==> config.mk <==
export PLATFORM = sky130hd
export DESIGN_NAME = stkptr_unit
export DESIGN_NICKNAME = d
export VERILOG_FILES = /design/src/rtl/stkptr_pkg.sv /design/src/rtl/stkptr_bus_port.sv /design/src/rtl/stkptr_step.sv /design/src/rtl/stkptr_core_reg.sv /design/src/rtl/stkptr_unit.sv
export SDC_FILE = /design/constraint.sdc
export NUM_CORES = 1
export LEC_CHECK = 0
export BUFFER_PORTS_ARGS = -buffer_cell sky130_fd_sc_hd__buf_2
export CAP_MARGIN = 20
export CORE_UTILIZATION = 45
export CTS_CLUSTER_DIAMETER = 40
export DETAILED_ROUTE_END_ITERATION = 16
export GPL_TIMING_DRIVEN = 0
export PLACE_DENSITY = 0.77
export SLEW_MARGIN = 15
export SYNTH_ARGS = -nofsm -noshare
export SYNTH_HDL_FRONTEND = slang
export SYNTH_SLANG_ARGS = --single-unit
==> constraint.sdc <==
create_clock -name clk -period 2.7 [get_ports clk]
set_input_delay 0.54 -clock clk [delete_from_list [all_inputs] [get_ports clk]]
set_output_delay 0.54 -clock clk [all_outputs]
set_load 0.02 [all_outputs]
==> src/rtl/stkptr_pkg.sv <==
package stkptr_pkg;

    localparam int BYTE_W = 8;

    // Adjustment request codes seen on adj_op
    typedef enum logic [2:0] {
        OP_NONE  = 3'd0,
        OP_PUSH1 = 3'd1,
        OP_POP1  = 3'd2,
        OP_CALL  = 3'd3,
        OP_RET   = 3'd4
    } sp_op_e;

    // Decoded adjustment: whether to move and by how much (signed)
    typedef struct packed {
        logic              valid;
        logic signed [2:0] delta;
    } sp_step_t;

    function automatic sp_step_t decode_op(input logic [2:0] code);
        sp_step_t s;
        s.valid = 1'b1;
        s.delta = 3'sd0;
        case (sp_op_e'(code))
            OP_PUSH1: s.delta = -3'sd1;
            OP_POP1:  s.delta =  3'sd1;
            OP_CALL:  s.delta = -3'sd2;
            OP_RET:   s.delta =  3'sd2;
            default:  s.valid = 1'b0;
        endcase
        return s;
    endfunction

endpackage

==> src/rtl/stkptr_bus_port.sv <==
module stkptr_bus_port
    import stkptr_pkg::*;
#(
    parameter int                ADDR_W    = 6,
    parameter int                IMPL_W    = 12,
    parameter logic [ADDR_W-1:0] BASE_ADDR = 6'h20
) (
    input  logic [ADDR_W-1:0] bus_addr,
    input  logic              bus_we,
    input  logic [BYTE_W-1:0] bus_wdata,
    input  logic [IMPL_W-1:0] ptr,
    output logic              wr_en,
    output logic [IMPL_W-1:0] wr_ptr,
    output logic [BYTE_W-1:0] rdata
);
    localparam int                HI_W    = IMPL_W - BYTE_W;
    localparam logic [ADDR_W-1:0] HI_ADDR = BASE_ADDR + ADDR_W'(1);

    logic hit_lo, hit_hi;
    logic [BYTE_W-1:0] hi_view;

    assign hit_lo = (bus_addr == BASE_ADDR);
    assign hit_hi = (bus_addr == HI_ADDR);

    // High byte view: implemented bits in the low end, zeros above them
    generate
        if (HI_W == BYTE_W) begin : g_full_hi
            assign hi_view = ptr[IMPL_W-1:BYTE_W];
        end else begin : g_part_hi
            assign hi_view = {{(BYTE_W-HI_W){1'b0}}, ptr[IMPL_W-1:BYTE_W]};
        end
    endgenerate

    // Merge the written byte into the current pointer
    always_comb begin
        wr_en  = bus_we && (hit_lo || hit_hi);
        wr_ptr = ptr;
        if (hit_lo)
            wr_ptr[BYTE_W-1:0] = bus_wdata;
        else if (hit_hi)
            wr_ptr[IMPL_W-1:BYTE_W] = bus_wdata[HI_W-1:0];
    end

    always_comb begin
        if (hit_lo)
            rdata = ptr[BYTE_W-1:0];
        else if (hit_hi)
            rdata = hi_view;
        else
            rdata = '0;
    end

endmodule

==> src/rtl/stkptr_step.sv <==
module stkptr_step
    import stkptr_pkg::*;
#(
    parameter int IMPL_W = 12
) (
    input  logic [IMPL_W-1:0] ptr,
    input  logic [2:0]        op,
    output logic              adj_valid,
    output logic [IMPL_W-1:0] adj_ptr
);
    sp_step_t          step;
    logic [IMPL_W-1:0] delta_ext;

    assign step      = decode_op(op);
    assign adj_valid = step.valid;
    assign delta_ext = {{(IMPL_W-3){step.delta[2]}}, step.delta};
    // Modulo 2^IMPL_W by truncation of the sum
    assign adj_ptr   = ptr + delta_ext;

endmodule

==> src/rtl/stkptr_core_reg.sv <==
module stkptr_core_reg #(
    parameter int                IMPL_W    = 12,
    parameter logic [IMPL_W-1:0] RESET_VAL = 12'h4FF
) (
    input  logic              clk,
    input  logic              rst,
    input  logic              wr_en,
    input  logic [IMPL_W-1:0] wr_ptr,
    input  logic              adj_valid,
    input  logic [IMPL_W-1:0] adj_ptr,
    output logic [IMPL_W-1:0] ptr
);
    always_ff @(posedge clk) begin
        if (rst)
            ptr <= RESET_VAL;
        else if (wr_en)
            ptr <= wr_ptr;      // register write wins
        else if (adj_valid)
            ptr <= adj_ptr;
    end

endmodule

==> src/rtl/stkptr_unit.sv <==
module stkptr_unit
    import stkptr_pkg::*;
#(
    parameter int                ADDR_W    = 6,
    parameter int                PTR_W     = 16,
    parameter int                IMPL_W    = 12,
    parameter logic [ADDR_W-1:0] BASE_ADDR = 6'h20,
    parameter logic [IMPL_W-1:0] RESET_VAL = 12'h4FF
) (
    input  logic              clk,
    input  logic              rst,
    input  logic [ADDR_W-1:0] bus_addr,
    input  logic              bus_we,
    input  logic [7:0]        bus_wdata,
    output logic [7:0]        bus_rdata,
    input  logic [2:0]        adj_op,
    output logic [PTR_W-1:0]  sp_addr
);
    logic [IMPL_W-1:0] ptr;
    logic              wr_en;
    logic [IMPL_W-1:0] wr_ptr;
    logic              adj_valid;
    logic [IMPL_W-1:0] adj_ptr;

    stkptr_bus_port #(
        .ADDR_W(ADDR_W), .IMPL_W(IMPL_W), .BASE_ADDR(BASE_ADDR)
    ) u_bus (
        .bus_addr(bus_addr), .bus_we(bus_we), .bus_wdata(bus_wdata),
        .ptr(ptr), .wr_en(wr_en), .wr_ptr(wr_ptr), .rdata(bus_rdata)
    );

    stkptr_step #(.IMPL_W(IMPL_W)) u_step (
        .ptr(ptr), .op(adj_op), .adj_valid(adj_valid), .adj_ptr(adj_ptr)
    );

    stkptr_core_reg #(.IMPL_W(IMPL_W), .RESET_VAL(RESET_VAL)) u_reg (
        .clk(clk), .rst(rst), .wr_en(wr_en), .wr_ptr(wr_ptr),
        .adj_valid(adj_valid), .adj_ptr(adj_ptr), .ptr(ptr)
    );

    generate
        if (PTR_W == IMPL_W) begin : g_no_pad
            assign sp_addr = ptr;
        end else begin : g_pad
            assign sp_addr = {{(PTR_W-IMPL_W){1'b0}}, ptr};
        end
    endgenerate

endmodule

==> flow_summary.ini <==
[clock_tree]
cts_root_buf = clkbuf_4
clk_pin_slew_ps = 80
cts.sinks = 12
cts_tree = yes
cts_buffers = 3
cts_htree_levels = 1
clock_latency_ps = 290
cts_hold_buffers = 0
clockBufferDepth = 2

[final_layout]
layout-drive-gt1-share_pct = 32.29
fin_nets = 225
largestRegisters = u_reg.ptr (12)
syn2layout_area_growth_pct = 23.32
finalNonFillerCells = 222
finalInstanceArea_mm2 = 0.001495
largest-register = u_reg.ptr
antenna_cells = 0
largest_reg_flops = 12

[drt]
first_pass_iters = 4
vias_per_cell = 5.644
drt-initial-drc-count = 42
avgRoutedWirePerCell_um = 13.91
drc = 0
vias = 1253
ant_nets = 0
routed_wl_mm = 3.089

[synth]
yosys-top-cells-area = dfxtp_1 (20%), ha_1 (11%), nor2_1 (6.2%)
post-synth-top-area-fraction_pct = 19.81
synth_cells = 147
netlist_area_mm2 = 0.001212
async_flop_share_pct = 0
ys_seq_area_share_pct = 19.81
synthDistinctLibCells = 43
ys_seq_elements = 12
synth_edf_count = 0
synth_warnings = 0
synth_flop_cell = dfxtp_1
avgSynthCellArea_um2 = 8.248
synth_area_leader_cell = dfxtp_1

[sta]
timing.slew.headroom_pct = 57.49
holdWs_ps = 496.0
slew_viol_final = 0
clock_skew_ps = 5.589
period_needed_ps = 2422
finalHoldViolations = 0
finalSetupTns_ps = 0
fin_crit_sh_pct = 89.69
fmax_mhz = 412.9
rsz0062_at_grt = false
setup_viol = 0
worst_slew_pin_slew_ps = 637.6

[critical_path]
worst_setup_path_end_kind = flop
critPathMaxStageDelay_ps = 360
critPathKind = input pin to flop
path_cells = buf_2, nor2b_4, a21oi_1, inv_1, ha_1, a211oi_2, o31ai_2, nor2_2, o21bai_1, a311o_1, a31oi_1
path_max_fanout = 11
worstPathArrival_ps = 2640
cp_data_required_time_ps = 2920
cp-start-kind = input pin
slowest_stage = a311o_1

[grt]
grt_usage_pct = 23.23
antenna_found_initial = 0
grt_max_degree = 12
grt_pass1_vias = 1136
overflow = 0
grt_pass1_wl_mm = 4.823

[floorplanning]
die-area_mm2 = 0.002906
rows = 18
die_y_um = 53.91
core_area_mm2 = 0.002522
start_util_pct = 48.07
die_x_um = 53.91
io_pins = 44

[power]
power_uw = 853.9
powerDensity_mw_per_mm2 = 571.1
ir_worst_vdd_mv = 0.3682
p_leak_uw = 0.0007015

[place]
dp_cells = 218
dpl_cell_area_mm2 = 0.001451
hpwlAfterDp_mm = 2.476
routabilityCongestion = 0.8686
portBuffers = 38

[hold_path]
hp-class = input pin to flop

[outcome]
status = complete, no violations

[flow_run]
cap_viol_max_count = 0
==> cell type report <==
type                    count  area (um^2)
plain buffers               6        38.79
flip-flops and latches     12        240.2
well taps                  30        37.54
multi-input cells         125        925.9
repair buffers             38        190.2
inverters                   7        26.28
clock buffers               4        36.28
fillers                   238         1027
==> where the power goes <==
part / total, uW / internal, uW / switching (uW)
registers: 246 / 209 / 37.3
logic: 453 / 196 / 256
clock network: 155 / 82.2 / 73.3
==> synthesized netlist by cell type, types with 4 or more instances <==
library cell and instances:
ha_1 11, and2_1 4, dfxtp_1 12, mux2i_1 4, a21oi_1 7, buf_4 4
nand2_1 8, nor2_1 20, o21ai_0 9, a211oi_1 5, xnor2_1 7, inv_1 7
o221ai_1 4
==> path summary, 6_finish.rpt <==
kind	from	endpoint	slack, ps	cells past startpoint
hold / removal	bus_wdata[6]	u_reg.ptr[6]	500	3
setup / recovery	adj_op[0]	u_reg.ptr[11]	280	11
setup reg to reg	u_reg.ptr[0]	u_reg.ptr[10]	500	9
hold reg to reg	u_reg.ptr[2]	u_reg.ptr[2]	570	2
==> what timing repair did <==
item	in CTS	in global routing
hold endpoints to repair	0	0
resized for setup	1	1
setup buffers	0	0
setup endpoints to repair	3	1
gates cloned	0	0
==> routing by layer <==
layer,vias up,GRT usage (%),wire length (um)
li1,623,-,-
met1,571,28.16,1402
met2,52,40.33,1444
met3,7,3.672,187
met4,0,9.211,54
met5,-,0,0
==> cell families (layout without fill, tap and decap cells) <==
family / count (synthesis) / in the layout / synth area share (%)
compound gates: 48 / 48 / 29.72
fa+ha+maj: 12 / 12 / 13.00
flops: 12 / 12 / 19.81
mux: 4 / 4 / 3.303
buf+inv: 13 / 55 / 5.366
xor+xnor: 10 / 10 / 7.224
simple gates: 47 / 47 / 21.26
other cells: 1 / 4 / 0.3093
==> worst max-delay path: cells and delay by family <==
| kind | cells | cell delay [ps] |
|---|---|---|
| AOI/OAI and AO/OA | 6 | 1310 |
| and+or+nand+nor | 2 | 300 |
| adders and majority gates | 1 | 280 |
| buffers and inverters | 2 | 190 |
==> placed cells by master (no fill, tap or decap), types with 2 or more instances in the layout <==
cell type / count
xor2_1: 3
ha_1: 11
inv_1: 7
xnor2_1: 7
buf_4: 4
clkbuf_4: 3
o21ai_0: 9
buf_2: 39
a21o_2: 2
nor2_1: 20
nor2b_4: 2
a31oi_1: 3
a221oi_1: 2
a21oi_1: 7
nor3_1: 2
o211ai_1: 2
nand2_1: 8
o21ai_1: 2
conb_1: 4
o21a_1: 2
nand2b_1: 2
o21ai_2: 2
mux2i_1: 4
dfxtp_1: 12
a211oi_1: 5
and2_1: 4
o21bai_1: 2
nor2_4: 2
and3_1: 2
o221ai_1: 4
==> metrics by stage <==
step	worst slack [ps]	util [%]
after detailed placement	-481.3	57.54
after CTS	97.06	59.08
final	278.3	59.28
after global placement	-473.3	57.54
after global routing	164.4	59.28
after floorplan	58.09	-
Note: power is estimated with default switching activity, not from simulation.
